==> config.mk <==
export PLATFORM = sky130hd
export DESIGN_NAME = idle_wake_ctrl
export DESIGN_NICKNAME = d
export VERILOG_FILES = /design/src/rtl/idle_wake_ctrl.sv
export SDC_FILE = /design/constraint.sdc
export NUM_CORES = 1
export LEC_CHECK = 0
export BUFFER_PORTS_ARGS = -buffer_cell sky130_fd_sc_hd__buf_2
export CAP_MARGIN = 20
export CORE_MARGIN = 4
export CORE_UTILIZATION = 41
export DETAILED_ROUTE_END_ITERATION = 8
export PLACE_DENSITY = 0.77
export RECOVER_POWER = 25
export SYNTH_ARGS = -nofsm -noshare
export SYNTH_HDL_FRONTEND = slang
export SYNTH_SLANG_ARGS = --single-unit
==> constraint.sdc <==
create_clock -name clk -period 1.8 [get_ports clk]
set_input_delay 0.27 -clock clk [delete_from_list [all_inputs] [get_ports clk]]
set_output_delay 0.27 -clock clk [all_outputs]
set_load 0.02 [all_outputs]
==> src/rtl/idle_wake_ctrl.sv <==
module idle_wake_ctrl #(
  parameter int NIRQ = 8,
  localparam int VW = (NIRQ > 1) ? $clog2(NIRQ) : 1
) (
  input  logic            clk,
  input  logic            rst,
  input  logic            idle_gen_i,
  input  logic            idle_ext_i,
  input  logic            gint_dis_i,
  input  logic [NIRQ-1:0] irq_en_i,
  input  logic [NIRQ-1:0] irq_pend_i,
  input  logic [NIRQ-1:0] irq_ext_i,
  output logic            fetch_hold_o,
  output logic            trap_o,
  output logic [VW-1:0]   trap_vec_o,
  output logic            resume_o,
  output logic [NIRQ-1:0] irq_ack_o
);
  logic            waiting, ext_only;
  logic [NIRQ-1:0] cand;
  logic [VW-1:0]   pick;
  logic            wake;

  assign cand = irq_pend_i & irq_en_i & (ext_only ? irq_ext_i : {NIRQ{1'b1}});
  assign wake = waiting && (|cand);
  assign fetch_hold_o = waiting;

  always_comb begin
    pick = '0;
    for (int i = NIRQ - 1; i >= 0; i--)
      if (cand[i]) pick = VW'(i);
  end

  always_ff @(posedge clk) begin
    if (rst) begin
      waiting    <= 1'b0;
      ext_only   <= 1'b0;
      trap_o     <= 1'b0;
      resume_o   <= 1'b0;
      trap_vec_o <= '0;
      irq_ack_o  <= '0;
    end else begin
      trap_o     <= 1'b0;
      resume_o   <= 1'b0;
      trap_vec_o <= '0;
      irq_ack_o  <= '0;
      if (!waiting) begin
        if (idle_gen_i || idle_ext_i) begin
          waiting  <= 1'b1;
          ext_only <= idle_ext_i;
        end
      end else if (wake) begin
        waiting <= 1'b0;
        if (gint_dis_i) begin
          resume_o <= 1'b1;
        end else begin
          trap_o     <= 1'b1;
          trap_vec_o <= pick;
          irq_ack_o  <= NIRQ'(1) << pick;
        end
      end
    end
  end
endmodule

==> results of run 1 <==
logic make-up after synthesis:
kind of cell           after synthesis  share of synthesized area
buffers and inverters                3                     0.0176
flip-flops                          15                      0.422
AO/OA/AOI/OAI                       17                      0.239
AND/OR/NAND/NOR                     37                      0.322
stage by stage:
stage / instance area, sq um / worst slack (ns)
finish: 965 / 0.182
CTS: 972 / 0.181
global route: 965 / 0.0515
floorplan: 712 / 0.235
global placement: 945 / 0.232
detailed placement: 945 / 0.221
power breakdown:
| group | internal, mW | leakage, nW | switching [mW] | total, mW |
|---|---|---|---|---|
| logic | 0.0666 | 0.298 | 0.0745 | 0.141 |
| clock network | 0.0824 | 0.0177 | 0.106 | 0.189 |
| registers | 0.341 | 0.122 | 0.00823 | 0.349 |
worst max path at each step:
stage | startpoint | endpoint | slack, ns | cells past startpoint
after floorplan | fetch_hold_o | irq_ack_o[3] | 0.23 | 5
after global placement | ext_only | irq_ack_o[7] | 0.23 | 4
after detailed placement | ext_only | irq_ack_o[6] | 0.22 | 4
after CTS | ext_only | irq_ack_o[6] | 0.18 | 4
after global routing | ext_only | irq_ack_o[7] | 0.05 | 4
final | ext_only | irq_ack_o[7] | 0.18 | 4
metal layers:
layer  track usage  wire length, um  vias to the layer above
met5             0                0                        -
met4        0.0553                0                        0
met3        0.0482              105                        0
met2         0.216              807                       28
met1         0.145              702                      308
li1              -                -                      360
sequential cells by signal, summed over array words and instances (netlist names):
signal and cells:
ext_only 1, fetch_hold_o 1, resume_o 1, irq_ack_o 8, trap_o 1, trap_vec_o 3
area by class of cell:
cell class | count | area (sq um) | area share
Clock buffer | 3 | 22.5 | 0.0233
Tap cell | 16 | 20.0 | 0.0208
Timing Repair Buffer | 43 | 210 | 0.218
Multi-Input combinational cell | 54 | 399 | 0.414
Inverter | 2 | 7.51 | 0.00778
Sequential cell | 15 | 300 | 0.311
Clock inverter | 1 | 5.00 | 0.00519
cells in the final DEF, fill, tap and decap left out, types with 2 or more instances in the layout:
master	count
dfxtp_1	15
and2b_1	2
inv_1	2
nand2b_1	4
nor2_1	6
nor4b_1	3
clkbuf_1	6
and2_2	2
clkbuf_4	3
nor3_1	2
o22ai_1	2
buf_2	36
o2bb2ai_1	2
nand2_1	7
or2_2	2
critical path: stages (launching register included):
cell and delay, ns:
dfxtp_1 0.51, nand2b_1 0.12, a32o_1 0.29, or2_4 0.27
a2111oi_2 0.32
==> impl_metrics.py, run 1 <==
metrics = {
    "finish": {
        "n_fill_cell": 139,
        "n_antenna_cell": 0,
        "area_growth_pct": 35.5,
        "instances_no_fill": 134,
        "final_nets": 148,
        "final_core_util": 0.612,
        "drive_gt1_frac": 0.466,
    },
    "hold_path": {
        "holdCritPathClass": "primary input to flip-flop",
        "min_from": "rst",
        "holdPathStages": 2,
        "min_to": "ext_only",
    },
    "placed_design": {
        "routabilityCongestion": 0.780,
        "portBuffers": 42,
        "place_inst": 130,
        "hpwl_mm": 1.31,
    },
    "global_routing": {
        "grt_use_total": 0.129,
        "grt_pass1_vias": 635,
        "antenna_found_initial": 0,
        "grt_max_degree": 10,
        "grt_pass1_wl_mm": 2.48,
        "grt-ovfl-total": 0,
    },
    "clocking": {
        "tritoncts": "built",
        "cts_setup_buffers": 0,
        "path_clk_slew_ns": 0.09,
        "postCtsHoldBufs": 0,
        "clock-sinks": 15,
        "h-tree-depth": 1,
        "clockBufferDepth": 2,
        "clkLatencyLatePin_ns": 0.28,
        "clockRootBuffer": "clkbuf_4",
        "cts_buffers": 3,
        "postCtsResizedCells": 0,
    },
    "logic_synthesis": {
        "synth_top_cell_by_area": "dfxtp_1",
        "ys_ff_latch": 15,
        "yosysMostFrequentCell": "dfxtp_1",
        "synthCells": 72,
        "synth_edf_count": 0,
        "synth_area_sq_um": 712,
        "syn_nets": 101,
        "synth_top_flop_cell": "dfxtp_1",
        "synth.area.top_cells": "dfxtp_1 42%, a2111oi_4 3.9%, nand2_1 3.7%, nor4b_1 3.7%, nand2b_1 3.5%",
        "synth_warnings": 0,
        "synth_async_sr_flop_share": 0,
        "synth_cell_type_count": 35,
        "seq_area_frac_synth": 0.422,
        "synth_commonest_cells": "15 x dfxtp_1, 7 x nand2_1, 6 x nor2_1",
        "synth_top_area_frac": 0.422,
        "syn_area_per_cell_sq_um": 9.89,
    },
    "critical_path": {
        "cp.required_ns": 1.98,
        "timing.rr.end": "irq_ack_o[7]",
        "rrSetupSlack_ns": 0.18,
        "cp-end-kind": "flip-flop",
        "critPathArrivalTime_ns": 1.80,
        "r2r-start": "ext_only",
        "reg2reg_depth": 4,
        "crit_type": "flip-flop to flip-flop",
        "worst_setup_path_start_kind": "flip-flop",
        "path_max_fanout": 9,
    },
    "routing": {
        "drtAntennaViolNets": 0,
        "via_per_inst": 5.19,
        "drt-pass1-iter-count": 4,
        "wl_per_cell_um": 12.1,
        "drt_wl_total_mm": 1.62,
        "drt-initial-drc-count": 13,
        "drc": 0,
        "dr_total_vias": 696,
    },
    "floorplanning": {
        "fp.dieH_um": 49.7,
        "die_area_sq_mm": 0.00247,
        "rows": 14,
        "start_util": 0.452,
        "coreArea_sq_mm": 0.00158,
        "die_x_um": 49.7,
        "pin_count": 43,
    },
    "timing": {
        "max_freq_ghz": 0.618,
        "worstMarginPinSlew_ns": 0.315,
        "min_period_over_period": 0.899,
        "finalHoldViolations": 0,
        "finalCriticalPeriod_ns": 1.62,
        "grt_setup_unrepaired": "false",
        "maxSlewViolCount": 0,
        "whs_ns": 0.182,
        "tns_ns": 0,
        "finalSetupViolations": 0,
        "max_slew_margin": 0.787,
        "skew_ns": 0.00910,
    },
    "pwr": {
        "cellPowerDensity_mw_per_mm2": 703,
        "leakage_nw": 0.437,
        "ir_worst_vdd_uv": 417,
        "total_power_mw": 0.679,
    },
    "job": {
        "maxCapViolCount": 0,
    },
    "status": {
        "status": "completed",
    },
}
(Power assumes the default switching activity.)
==> inputs of run 2 (changes only) <==
--- a/config.mk
+++ b/config.mk
@@ -9,7 +9,9 @@
 export CAP_MARGIN = 20
 export CORE_MARGIN = 4
 export CORE_UTILIZATION = 41
+export CTS_CLUSTER_DIAMETER = 60
 export DETAILED_ROUTE_END_ITERATION = 8
+export GPL_TIMING_DRIVEN = 0
 export PLACE_DENSITY = 0.77
 export RECOVER_POWER = 25
 export SYNTH_ARGS = -nofsm -noshare
==> run 2 against run 1 <==
  * First-iteration DRC count is 15% lower
  * Critical endpoint is now irq_ack_o[4]
  * Count of clock-buffer cells in the layout is 1 higher
  * Highest routed layer is now met4
  * Core utilization is 0.16 points higher
  * Fmax is 2.5% higher
  * Clock skew is 0.0058 ns lower
  * Hold slack worse by 0.0062 ns
==> impl_metrics.py, run 2 (same netlist as run 1, synthesis figures left out) <==
metrics = {
    "clocking": {
        "clockRootBuffer": "clkbuf_4",
        "clkLatencyLatePin_ns": 0.28,
        "h-tree-depth": 1,
        "clock-sinks": 15,
        "tritoncts": "built",
        "cts_buffers": 3,
        "path_clk_slew_ns": 0.09,
        "clockBufferDepth": 2,
    },
    "floorplanning": {
        "pin_count": 43,
        "coreArea_sq_mm": 0.00158,
        "die_area_sq_mm": 0.00247,
        "fp.dieH_um": 49.7,
        "start_util": 0.452,
        "rows": 14,
        "die_x_um": 49.7,
    },
    "routing": {
        "drt-pass1-iter-count": 4,
        "wl_per_cell_um": 11.7,
        "drt-initial-drc-count": 11,
        "via_per_inst": 5.07,
        "drc": 0,
        "dr_total_vias": 680,
        "drtAntennaViolNets": 0,
        "drt_wl_total_mm": 1.57,
    },
    "critical_path": {
        "rrSetupSlack_ns": 0.22,
        "path_max_fanout": 6,
        "critPathMaxStageDelay_ns": 0.38,
        "worst_setup_path_start_kind": "flip-flop",
        "crit_slowest_cell": "dfxtp_1",
        "cp-end-kind": "flip-flop",
        "critPathArrivalTime_ns": 1.75,
        "crit_type": "flip-flop to flip-flop",
        "cp.required_ns": 1.98,
        "worstPathCellList": "or3b_1 -> buf_2 -> a21o_2 -> nor4b_1",
    },
    "pwr": {
        "cellPowerDensity_mw_per_mm2": 704,
        "ir_worst_vdd_uv": 337,
        "leakage_nw": 0.433,
    },
    "timing": {
        "min_period_over_period": 0.877,
        "skew_ns": 0.00333,
        "tns_ns": 0,
        "grt_setup_unrepaired": "false",
        "max_slew_margin": 0.675,
        "maxSlewViolCount": 0,
        "worstMarginPinSlew_ns": 0.483,
        "finalCriticalPeriod_ns": 1.58,
        "finalSetupViolations": 0,
        "max_freq_ghz": 0.633,
        "finalHoldViolations": 0,
    },
    "global_routing": {
        "grt_use_total": 0.130,
        "antenna_found_initial": 0,
        "grt_pass1_wl_mm": 2.53,
        "grt_pass1_vias": 633,
        "grt-ovfl-total": 0,
        "grt_max_degree": 10,
    },
    "placed_design": {
        "portBuffers": 42,
        "place_inst": 130,
        "routabilityCongestion": 0.762,
        "place_area_sq_um": 942,
        "hpwl_mm": 1.26,
    },
    "finish": {
        "n_antenna_cell": 0,
        "layout_commonest_cell": "buf_2",
        "final_core_util": 0.613,
        "area_growth_pct": 35.9,
        "instances_no_fill": 134,
        "final_nets": 148,
        "regMostFlops": "irq_ack_o",
        "layout_common_cells": "37 x buf_2, 15 x dfxtp_1, 7 x nand2_1, 7 x clkbuf_1, 6 x nor2_1",
        "drive_gt1_frac": 0.466,
        "stdcell_area_sq_um": 967,
        "largest_reg_flops": 8,
        "reg_top3": "irq_ack_o: 8 flops, trap_vec_o: 3 flops",
    },
    "hold_path": {
        "holdCritPathClass": "primary input to flip-flop",
    },
    "status": {
        "status": "completed",
    },
    "job": {
        "maxCapViolCount": 0,
    },
}
## run 2: cell types whose count changed in the layout (fill, tap and decap cells not counted)
cell,previous run,this run
buf_4,1,0
clkinv_2,1,0
nor4_2,0,1
clkbuf_1,6,7
buf_2,36,37
nor4_1,1,0
## run 2: critical path, delay by kind of cell (launching register included)
family / cells / cell delay (ns)
buffers and inverters: 1 / 0.16
AOI/OAI and AO/OA: 1 / 0.24
and+or+nand+nor: 2 / 0.70
DFF: 1 / 0.38
## run 2: stage by stage
step / hold WS, ns / total power, mW / setup WS, ns
finish: 0.176 / 0.680 / 0.221
global route: 0.182 / 0.721 / 0.0842
CTS: 0.175 / 0.683 / 0.0869
global placement: 0.477 / 0.491 / 0.0928
detailed placement: 0.477 / 0.494 / 0.102
floorplan: 0.339 / 0.445 / 0.235
## run 2: layout make-up
class	count	area, sq um
buffer	1	5.00
clock buffer	4	26.3
fill	148	609
inverter	2	7.51
multi-input combinational	54	405
sequential	15	300
tap	16	20.0
timing repair buffer	42	203
## run 2: final timing paths
kind                        to  cells after the start         start
hold / removal        ext_only                      2           rst
setup reg to reg  irq_ack_o[4]                      4  fetch_hold_o
hold reg to reg       resume_o                      2  fetch_hold_o
setup / recovery  irq_ack_o[4]                      4  fetch_hold_o
## run 2: per-layer routing
metal,routed length [um],GRT usage,part of all wire,vias up
li1,-,-,-,358
met1,668,0.158,0.43,291
met2,770,0.209,0.49,27
met3,109,0.0301,0.069,4
met4,21,0.0691,0.013,0
met5,0,0,0,-
## run 2: power by group
part | internal [mW] | total (mW) | leakage [nW] | switching [mW]
Combinational | 0.0656 | 0.140 | 0.296 | 0.0742
Sequential | 0.341 | 0.348 | 0.122 | 0.00702
Clock | 0.0861 | 0.193 | 0.0150 | 0.107
Total | 0.492 | 0.680 | 0.433 | 0.188
## run 2: timing repair
item / 4_1_cts / 5_1_grt
buffers inserted: 0 / 0
setup endpoints to repair: 0 / 4
hold buffers: 0 / 0
resized for setup: 0 / 1
